`src/rtl/srst_pkg.sv`:
```
package srst_pkg;
  localparam int unsigned TRIG_BIT     = 2;
  localparam int unsigned TYPE_BIT     = 1;
  localparam logic [15:0] PORT_DEFAULT = 16'h0CF9;
endpackage

```
`src/rtl/srst_decode.sv`:
```
module srst_decode #(
  parameter int unsigned ADDR_W = 16,
  parameter logic [ADDR_W-1:0] PORT_ADDR = '0
) (
  input  logic [ADDR_W-1:0] io_addr_i,
  input  logic              wr_en_i,
  input  logic              rd_en_i,
  output logic              wr_hit_o,
  output logic              rd_hit_o
);
  logic match;
  assign match    = (io_addr_i == PORT_ADDR);
  assign wr_hit_o = wr_en_i & match;
  assign rd_hit_o = rd_en_i & match;
endmodule

```
`src/rtl/srst_store.sv`:
```
module srst_store #(
  parameter int unsigned DATA_W   = 32,
  parameter int unsigned REG_W    = 8,
  parameter int unsigned TRIG_BIT = 2,
  parameter int unsigned TYPE_BIT = 1
) (
  input  logic              clk_i,
  input  logic              rst_ni,
  input  logic              wr_hit_i,
  input  logic [DATA_W-1:0] wr_data_i,
  output logic [REG_W-1:0]  q_o,
  output logic              fire_o
);
  localparam logic [REG_W-1:0] KEEP = REG_W'(1) << TYPE_BIT;

  logic [REG_W-1:0] lane0;
  assign lane0  = wr_data_i[REG_W-1:0];
  assign fire_o = wr_hit_i & lane0[TRIG_BIT];

  always_ff @(posedge clk_i or negedge rst_ni) begin
    if (!rst_ni)                          q_o <= '0;
    else if (wr_hit_i && !lane0[TRIG_BIT]) q_o <= lane0 & KEEP;
  end

  assert_only_type_bit_R5: assert property (@(posedge clk_i) disable iff (!rst_ni)
    (q_o & ~KEEP) == '0);
endmodule

```
`src/rtl/srst_pulse.sv`:
```
module srst_pulse (
  input  logic clk_i,
  input  logic rst_ni,
  input  logic fire_i,
  output logic req_o
);
  always_ff @(posedge clk_i or negedge rst_ni) begin
    if (!rst_ni) req_o <= 1'b0;
    else         req_o <= fire_i;
  end
endmodule

```
`src/rtl/sys_rst_ctl.sv`:
```
module sys_rst_ctl #(
  parameter int unsigned ADDR_W = 16,
  parameter int unsigned DATA_W = 32,
  parameter int unsigned REG_W  = 8,
  parameter logic [ADDR_W-1:0] PORT_ADDR = ADDR_W'(srst_pkg::PORT_DEFAULT)
) (
  input  logic              clk_i,
  input  logic              rst_ni,
  input  logic [ADDR_W-1:0] io_addr_i,
  input  logic              wr_en_i,
  input  logic              rd_en_i,
  input  logic [DATA_W-1:0] wr_data_i,
  output logic [DATA_W-1:0] rd_data_o,
  output logic              rst_req_o
);
  logic             wr_hit, rd_hit, fire;
  logic [REG_W-1:0] q;

  srst_decode #(.ADDR_W(ADDR_W), .PORT_ADDR(PORT_ADDR)) u_dec (
    .io_addr_i(io_addr_i), .wr_en_i(wr_en_i), .rd_en_i(rd_en_i),
    .wr_hit_o(wr_hit), .rd_hit_o(rd_hit)
  );

  srst_store #(.DATA_W(DATA_W), .REG_W(REG_W),
               .TRIG_BIT(srst_pkg::TRIG_BIT), .TYPE_BIT(srst_pkg::TYPE_BIT)) u_store (
    .clk_i(clk_i), .rst_ni(rst_ni), .wr_hit_i(wr_hit), .wr_data_i(wr_data_i),
    .q_o(q), .fire_o(fire)
  );

  srst_pulse u_pulse (.clk_i(clk_i), .rst_ni(rst_ni), .fire_i(fire), .req_o(rst_req_o));

  // register sits in little-endian lane 0
  generate
    if (DATA_W > REG_W) begin : g_pad
      assign rd_data_o = rd_hit ? {{(DATA_W-REG_W){1'b0}}, q} : '0;
    end else begin : g_flat
      assign rd_data_o = rd_hit ? q : '0;
    end
  endgenerate

  assert_trig_pulse_R3: assert property (@(posedge clk_i) disable iff (!rst_ni)
    (wr_en_i && io_addr_i == PORT_ADDR && wr_data_i[srst_pkg::TRIG_BIT]) |=> rst_req_o);

  assert_pulse_cause_R3: assert property (@(posedge clk_i) disable iff (!rst_ni)
    rst_req_o |-> $past(wr_en_i && io_addr_i == PORT_ADDR && wr_data_i[srst_pkg::TRIG_BIT]));

  assert_trig_keeps_R4: assert property (@(posedge clk_i) disable iff (!rst_ni)
    (wr_en_i && io_addr_i == PORT_ADDR && wr_data_i[srst_pkg::TRIG_BIT]) |=> $stable(q));

  assert_miss_quiet_R2: assert property (@(posedge clk_i) disable iff (!rst_ni)
    (io_addr_i != PORT_ADDR) |=> ($stable(q) && !rst_req_o));

  assert_idle_read_R7: assert property (@(posedge clk_i) disable iff (!rst_ni)
    !rd_en_i |-> rd_data_o == '0);
endmodule

```
`config.mk`:
```
export PLATFORM = sky130hd
export DESIGN_NAME = sys_rst_ctl
export DESIGN_NICKNAME = d
export VERILOG_FILES = /design/src/rtl/srst_pkg.sv /design/src/rtl/srst_decode.sv /design/src/rtl/srst_store.sv /design/src/rtl/srst_pulse.sv /design/src/rtl/sys_rst_ctl.sv
export SDC_FILE = /design/constraint.sdc
export NUM_CORES = 1
export LEC_CHECK = 0
export ABC_AREA = 1
export BUFFER_PORTS_ARGS = -buffer_cell sky130_fd_sc_hd__buf_4
export CAP_MARGIN = 15
export CORE_MARGIN = 3
export CORE_UTILIZATION = 28
export DETAILED_ROUTE_END_ITERATION = 10
export PLACE_DENSITY = 0.84
export RECOVER_POWER = 100
export SLEW_MARGIN = 40
export SYNTH_ARGS = -nofsm -noshare
export SYNTH_HDL_FRONTEND = slang
export SYNTH_HIERARCHICAL = 1
export SYNTH_SLANG_ARGS = --single-unit
```
`constraint.sdc`:
```
create_clock -name clk_i -period 1.25 [get_ports clk_i]
set_input_delay 0.0625 -clock clk_i [delete_from_list [all_inputs] [get_ports clk_i]]
set_output_delay 0.0625 -clock clk_i [all_outputs]
set_load 0.02 [all_outputs]
```
==> results of run 1 <==
## per-stage QoR
stage,instances,cell area (um^2)
floorplan,112,586.8
global placement,120,549.3
detailed placement,120,549.3
CTS,124,581.8
global route,124,574.3
finish,124,574.3
## worst max-delay path: cells and delay by family
family | cells | cell delay [ns]
buf+inv | 3 | 0.29
simple gates | 6 | 0.53
## metal layers
layer	part of all wire (%)	track usage (%)	vias up	routed length [um]
met5	0	0	-	0
met4	0	4.972	0	0
met3	8.3	1.149	0	69
met2	63	13.64	23	524
met1	29	4.911	175	243
li1	-	-	218	-
## worst paths after layout
path | to | slack (ns) | cells past startpoint | startpoint
worst min-delay path | u_pulse/req_o$_DFF_PN0_ | 0.04 | 3 | wr_data_i[2]
max in group asynchronous | u_store/q_o[1]$_DFFE_PN0P_ | 0.96 | 2 | rst_ni
worst max-delay path | rd_data_o[1] | 0.32 | 9 | io_addr_i[15]
worst max register to register | u_store/q_o[1]$_DFFE_PN0P_ | 0.67 | 2 | u_store/q_o[1]$_DFFE_PN0P_
min in group asynchronous | u_pulse/req_o$_DFF_PN0_ | 0.16 | 2 | rst_ni
worst min register to register | u_store/q_o[1]$_DFFE_PN0P_ | 0.47 | 2 | u_store/q_o[1]$_DFFE_PN0P_
## cell families (layout without fill, tap and decap cells)
group / after synthesis / count (layout)
other cells: 2 / 31
buf+inv: 49 / 45
simple gates: 30 / 30
flops: 2 / 2
## state kept, by name (all words and copies together), names as in the netlist
| register | flops |
|---|---|
| u_store/q_o | 1 |
| u_pulse/req_o | 1 |
## power groups by stage
stage / logic, mW / registers (mW) / clock network, mW
2_1_floorplan: 0.151 / 0.0660 / 0
3_3_place_gp: 0.128 / 0.0659 / 0
3_5_place_dp: 0.130 / 0.0659 / 0
4_1_cts: 0.132 / 0.0652 / 0.141
5_1_grt: 0.147 / 0.0652 / 0.157
6_report: 0.133 / 0.0652 / 0.137
## Yosys cell counts, drive strengths merged
cell / number / area share, %
nor2: 9 / 8.1
nand3: 1 / 1.0
nand2: 20 / 16
inv: 17 / 13
buf: 32 / 50
conb: 2 / 1.6
dfrtp: 2 / 10
## timing repair
item / 4_1_cts / 5_1_grt
hold buffers: 1 / 0
setup endpoints to repair: 0 / 0
endpoints found under the hold margin: 2 / 0
## layout make-up
cell class                 count  area, um^2
multi-input combinational     61       235.2
tap                           16       20.02
fill                         179       984.7
sequential                     2       50.05
inverter                      17       63.81
clock buffer                   3       22.52
timing repair buffer          25       182.7
==> flow_metrics.tcl, run 1 <==
set metrics [dict create \
    max_stage_delay_ns 0.13 \
    drv_cap 0 \
    final.period_utilization_pct 74.37 \
    power.switching_uw 116.2 \
    cts_sinks 2 \
    place_ws_ns 0.2728 \
    final.setup.tns_ns 0 \
    grt_usage_pct 6.518 \
    gp_congestion 0.6007 \
    viasPerCell 3.355 \
    path_cells "clkbuf_4 > nor2_1 > nand2_1 > nor2_1 > nand2_1 > nor2_1 > nand2_1 > inv_1 > buf_4" \
    wl_per_cell_um 6.742 \
    die_w_um 47.32 \
    diodes 0 \
    drive_above_1_share_pct 25.00 \
    drc 0 \
    hold_class "in2reg" \
    worstPathRequired_ns 1.19 \
    synth_cell_types 9 \
    grt_pass1_vias 308 \
    die_area_mm2 0.002239 \
    maxSlewViolCount 0 \
    yosys.area_share.adder_pct 0 \
    grt_setup_unrepaired "false" \
    fmax_ghz 1.076 \
    syn_area_um2 478.0 \
    syn_to_final_growth_pct 20.16 \
    syn_area_per_cell_um2 5.759 \
    overflow 0 \
    clockPowerShare_pct 40.9 \
    finalPower_uw 334.6 \
    finalCriticalPeriod_ns 0.9296 \
    end_kind "primary output" \
    nNetsFinal 162 \
    arrival_ns 0.87 \
    grt_max_degree 8 \
    status "completed" \
    initial_core_util_pct 30.66 \
    synthMuxAreaShare_pct 0 \
    antenna_found_initial 0 \
    p_comb_share_pct 39.6 \
    dr.pass1.iters 2 \
    whs_ns 0.03939 \
    p_seq_share_pct 19.5 \
    ys_ff_latch 2 \
    clkLatencyLatePin_ns 0.21 \
    fp-row-count 14 \
    cts_made_buffers 3 \
    port_buffers 23 \
    grt_pass1_wl_mm 1.035 \
    cts_root_buf "clkbuf_4" \
    yosys.area_share.simple_pct 24.87 \
    fin_util_pct 36.84 \
    syn_inst 83 \
    p_leak_nw 0.4341 \
    slowest_stage "nor2_1" \
    ir_worst_vdd_mv 0.2688 \
    cts_max_level 1 \
    cts_resized 0 \
    synth_compound_area_share_pct 0 \
    drt.antenna.violating_nets 0 \
    core_area_mm2 0.001559 \
    clk_pin_slew_ns 0.03 \
    fin_ws_ns 0.3204 \
    ys_warn_count 6 \
    synth_top_family_by_area "buffers and inverters" \
    p_sw_share_pct 34.74 \
    initialDrtViolationCount 2 \
    cts_buffer_depth 2 \
    drt-total-wl_um 836 \
    cts_tree "built" \
    die_y_um 47.32 \
    power.density_mw_per_mm2 582.6 \
    path_max_fanout 2 \
    ys_seq_area_share_pct 10.47 \
    synth-xor-area-share_pct 0 \
    io_pins 85 \
    final_cell_mix "conb_1 (31), buf_4 (21), nand2_1 (20)" \
    start_kind "input port" \
    vias 416 \
    setup_viol 0 \
    post_cts_buffers 0 \
    power.internal_uw 218.4 \
    skew_ns 0 \
    hpwl_um 807.6 \
    hold_violations 0 \
    path_class "in2out" \
    final_common_cell "conb_1" \
]
(Power assumes the default switching activity.)
==> run 2: changes to the inputs <==
--- a/config.mk
+++ b/config.mk
@@ -9,9 +9,9 @@
 export BUFFER_PORTS_ARGS = -buffer_cell sky130_fd_sc_hd__buf_4
 export CAP_MARGIN = 15
 export CORE_MARGIN = 3
-export CORE_UTILIZATION = 28
+export CORE_UTILIZATION = 24
 export DETAILED_ROUTE_END_ITERATION = 10
-export PLACE_DENSITY = 0.84
+export PLACE_DENSITY = 0.77
 export RECOVER_POWER = 100
 export SLEW_MARGIN = 40
 export SYNTH_ARGS = -nofsm -noshare
==> constraint.sdc (replaced) <==
create_clock -name clk_i -period 0.8 [get_ports clk_i]
set_input_delay 0.04 -clock clk_i [delete_from_list [all_inputs] [get_ports clk_i]]
set_output_delay 0.04 -clock clk_i [all_outputs]
set_load 0.02 [all_outputs]
==> flow_metrics.tcl, run 2 (synthesis gave the netlist of run 1 again) <==
set metrics [dict create \
    regToRegEndpoint "u_store/q_o[1]$_DFFE_PN0P_" \
    clkLatencyLatePin_ns 0.22 \
    grt_usage_pct 6.875 \
    initialDrtViolationCount 0 \
    ff2ff_path_depth 2 \
    cts_made_buffers 3 \
    p_leak_nw 0.4630 \
    final_common_cell "conb_1" \
    finalCriticalPeriod_ns 0.8568 \
    start_kind "flop" \
    die_y_um 50.63 \
    violations "setup timing" \
    maxSlewViolCount 0 \
    grt_pass1_wl_mm 1.311 \
    diodes 0 \
    clk_pin_slew_ns 0.03 \
    r2r_slack_ns 0.21 \
    path_max_fanout 2 \
    skew_ns 0 \
    port_buffers 23 \
    final_cell_mix "conb_1 (31), nand2_1 (20), buf_4 (17)" \
    grt_setup_unrepaired "true" \
    gp_congestion 0.6767 \
    top_regs "u_pulse/req_o x1, u_store/q_o x1" \
    worstPathRequired_ns 0.76 \
    cts_buffer_depth 2 \
    whs_path_depth 3 \
    fmax_ghz 1.167 \
    crit_end "rd_data_o[1]" \
    path_class "reg2out" \
    cts_max_level 1 \
    die_area_mm2 0.002563 \
    fp-row-count 15 \
    hold_class "in2reg" \
    die_w_um 50.63 \
    drc 0 \
    grt_pass1_vias 355 \
    hold_violations 0 \
    cts_tree "built" \
    viasPerCell 3.132 \
    drt-total-wl_um 997 \
    overflow 0 \
    cts_sinks 2 \
    nNetsFinal 165 \
    drv_cap 0 \
    vias 426 \
    hpwl_um 870.8 \
    r2r-start "u_store/q_o[1]$_DFFE_PN0P_" \
    initial_core_util_pct 26.53 \
    power.density_mw_per_mm2 832.5 \
    drt.antenna.violating_nets 0 \
    arrival_ns 0.82 \
    antenna_found_initial 0 \
    wl_per_cell_um 7.331 \
    fin_ws_ns -0.05681 \
    setup_viol 1 \
    status "finished, violations left" \
    drive_above_1_share_pct 33.33 \
    final.setup.tns_ns -0.05681 \
    syn_to_final_growth_pct 39.27 \
    core_area_mm2 0.001802 \
    ir_worst_vdd_mv 0.3294 \
    whs_ns 0.01948 \
    final.period_utilization_pct 107.1 \
    finalPower_uw 554.1 \
    dr.pass1.iters 1 \
    cts_root_buf "clkbuf_4" \
    end_kind "primary output" \
    crit_start "u_store/q_o[1]$_DFFE_PN0P_" \
    io_pins 85 \
    grt_max_degree 7 \
]
## run 2: cell count changes in the layout (fill, tap and decap cells not counted), moves of 2 or more
cell | before | now
nor2_1 | 7 | 3
buf_6 | 0 | 9
nor2_2 | 2 | 4
nor2_4 | 0 | 2
inv_1 | 17 | 15
buf_4 | 21 | 17
inv_2 | 0 | 2
## run 2: cell type report
class                      count  area (um^2)
timing repair buffer          28        242.7
inverter                      17        63.81
sequential                     2        50.05
fill                         204         1136
multi-input combinational     61        255.2
tap                           25        31.28
clock buffer                   3        22.52
## run 2: routing by layer
layer | wire, um | track usage [%]
met1 | 307 | 6.349
met2 | 586 | 13.26
met3 | 104 | 2.671
met4 | 0 | 2.691
met5 | 0 | 0
## run 2: critical path, stage by stage, from the launching register on
cell and delay [ns]:
dfrtp_1 0.37, nand2_1 0.07, inv_1 0.04, buf_6 0.12
## run 2: worst min path at each step
| stage | startpoint | end | slack (ns) |
|---|---|---|---|
| after floorplan | rst_ni | u_pulse/req_o$_DFF_PN0_ | -0.26 |
| after global placement | rst_ni | u_pulse/req_o$_DFF_PN0_ | -0.18 |
| after detailed placement | rst_ni | u_store/q_o[1]$_DFFE_PN0P_ | -0.18 |
| after CTS | wr_data_i[2] | u_pulse/req_o$_DFF_PN0_ | 0.009 |
| after global routing | wr_data_i[2] | u_pulse/req_o$_DFF_PN0_ | 0.03 |
| final | wr_data_i[2] | u_pulse/req_o$_DFF_PN0_ | 0.02 |
## run 2: stage by stage
stage                     setup WS (ns)  area [um^2]  std cells  utilization [%]
final                          -0.05681        665.6        136            36.94
after global routing            -0.1301        665.6        136            36.94
after CTS                      -0.06902        645.6        135            35.83
after detailed placement        -0.1714        560.5        129            31.11
after global placement          -0.1501        560.5        129            31.11
after floorplan                 0.02228        586.8        112                -
## run 2: power by group
part           switching [mW]  internal [mW]
Clock                  0.0535          0.165
Combinational           0.142         0.0913
Sequential         0.00000553          0.102
## run 2: what timing repair did
item,4_1_cts,5_1_grt
setup buffers,2,1
endpoints found under the setup margin,1,3
hold endpoints to repair,2,0
resized for setup,13,5
pin swaps,11,9
cloned,0,0
hold buffers,1,0
==> run 3: changes to the inputs <==
--- a/config.mk
+++ b/config.mk
@@ -9,9 +9,9 @@
 export BUFFER_PORTS_ARGS = -buffer_cell sky130_fd_sc_hd__buf_4
 export CAP_MARGIN = 15
 export CORE_MARGIN = 3
-export CORE_UTILIZATION = 24
+export CORE_UTILIZATION = 26
 export DETAILED_ROUTE_END_ITERATION = 10
-export PLACE_DENSITY = 0.77
+export PLACE_DENSITY = 0.79
 export RECOVER_POWER = 100
 export SLEW_MARGIN = 40
 export SYNTH_ARGS = -nofsm -noshare
==> constraint.sdc (replaced) <==
create_clock -name clk_i -period 0.85 [get_ports clk_i]
set_input_delay 0.0425 -clock clk_i [delete_from_list [all_inputs] [get_ports clk_i]]
set_output_delay 0.0425 -clock clk_i [all_outputs]
set_load 0.02 [all_outputs]
==> flow_metrics.tcl, run 3 (synthesis gave the netlist of run 1 again) <==
set metrics [dict create \
    status "finished, violations left" \
    violations "setup timing" \
    drc 0 \
    p_comb_share_pct 41.1 \
    cts_tree "built" \
    fp-row-count 14 \
    slowest_stage "dfrtp_1" \
    drv_cap 0 \
    grt_pass1_vias 384 \
    finalCriticalPeriod_ns 0.8788 \
    cp.buffers_inverters 2 \
    cts_root_buf "clkbuf_4" \
    fin_ws_ns -0.02876 \
    drt-total-wl_um 983 \
    port_buffers 23 \
    cts_sinks 2 \
    diodes 0 \
    skew_ns 0 \
    top_regs "u_pulse/req_o x1, u_store/q_o x1" \
    grt_max_degree 6 \
    path_class "reg2out" \
    critPathTopFamily "flip-flops" \
    die_y_um 48.88 \
    core_area_mm2 0.001612 \
    nNetsFinal 164 \
    overflow 0 \
    io_pins 85 \
    cts_max_level 1 \
    grt_setup_unrepaired "true" \
    hold_violations 0 \
    path_cells "nand2_1 > inv_1 > buf_6" \
    die_area_mm2 0.002389 \
    cts_buffer_depth 2 \
    die_w_um 48.88 \
    finalPower_uw 513.7 \
    viasPerCell 3.276 \
    whs_ns 0.01748 \
    fmax_ghz 1.138 \
    setup_viol 1 \
    final_common_cell "conb_1" \
    grt_pass1_wl_mm 1.497 \
    instances_no_fill 134 \
    ir_worst_vdd_mv 0.2797 \
    power.switching_uw 181.4 \
    final.period_utilization_pct 103.4 \
    power.internal_uw 332.3 \
    dr.pass1.iters 2 \
    gp_congestion 0.6379 \
    hold_class "in2reg" \
    final_cell_mix "conb_1 (31), nand2_1 (20), buf_4 (17)" \
    max_stage_delay_ns 0.37 \
    antenna_found_initial 0 \
    cts_made_buffers 3 \
    initialDrtViolationCount 1 \
    arrival_ns 0.84 \
    power.density_mw_per_mm2 800.4 \
    clockPowerShare_pct 40.2 \
    p_leak_nw 0.4529 \
    clk_pin_slew_ns 0.03 \
    drive_above_1_share_pct 32.73 \
    initial_core_util_pct 29.66 \
    hpwl_um 839.7 \
    maxSlewViolCount 0 \
    drt.antenna.violating_nets 0 \
    vias 439 \
    p_seq_share_pct 18.7 \
    worstPathRequired_ns 0.81 \
    place_inst 128 \
    grt_usage_pct 8.158 \
    syn_to_final_growth_pct 34.29 \
    wl_per_cell_um 7.336 \
    start_kind "flop" \
    path_max_fanout 2 \
    nFillCells 193 \
    clkLatencyLatePin_ns 0.22 \
    p_sw_share_pct 35.31 \
    end_kind "primary output" \
]
## run 3: what timing repair did
item	4_1_cts	5_1_grt
hold endpoints to repair	2	0
setup buffers	2	0
pin swaps	4	13
hold buffers	1	0
cloned	0	0
gates resized for setup	3	11
endpoints found under the setup margin	1	2
## run 3: metrics by stage
stage	util, %	setup TNS [ns]	cell area, um^2	setup WS, ns
after floorplan	-	0	586.8	0.06728
final	39.83	-0.02876	641.9	-0.02876
after global placement	34.71	-0.2822	559.3	-0.1342
after global routing	39.83	-0.08754	641.9	-0.08754
after CTS	38.20	-0.06717	615.6	-0.06717
after detailed placement	34.71	-0.3517	559.3	-0.1713
## run 3: power groups by stage
stage	Sequential, mW	Clock, mW	Combinational [mW]
detailed placement	0.0970	0	0.191
global route	0.0958	0.239	0.229
finish	0.0960	0.206	0.211
floorplan	0.0970	0	0.222
global placement	0.0970	0	0.189
CTS	0.0959	0.220	0.196
## run 3: path summary, 6_finish.rpt
kind / slack, ns / startpoint / to / depth (start not counted)
max reg2reg: 0.25 / u_store/q_o[1]$_DFFE_PN0P_ / u_store/q_o[1]$_DFFE_PN0P_ / 2
min: 0.02 / wr_data_i[2] / u_pulse/req_o$_DFF_PN0_ / 3
max in group asynchronous: 0.56 / rst_ni / u_store/q_o[1]$_DFFE_PN0P_ / 2
min in group asynchronous: 0.16 / rst_ni / u_pulse/req_o$_DFF_PN0_ / 2
min reg2reg: 0.49 / u_store/q_o[1]$_DFFE_PN0P_ / u_store/q_o[1]$_DFFE_PN0P_ / 2
max: -0.03 / u_store/q_o[1]$_DFFE_PN0P_ / rd_data_o[1] / 3
## run 3: final cells by class
type	instances	area [um^2]	share of cell area (%)
Multi-Input combinational cell	61	250.2	38.99
Timing Repair Buffer	27	225.2	35.09
Tap cell	24	30.03	4.678
Sequential cell	2	50.05	7.797
Clock buffer	3	22.52	3.509
Inverter	17	63.81	9.942
## run 3: per-layer routing
metal	wire, um	track usage (%)	vias to the layer above
li1	-	-	224
met1	285	6.033	185
met2	580	16.06	30
met3	116	3.670	0
met4	0	5.687	0
met5	0	0	-
## run 3: worst min-delay path, cell delays in order
cell	delay, ns
buf_4	0.08
nand2_1	0.04
inv_1	0.04
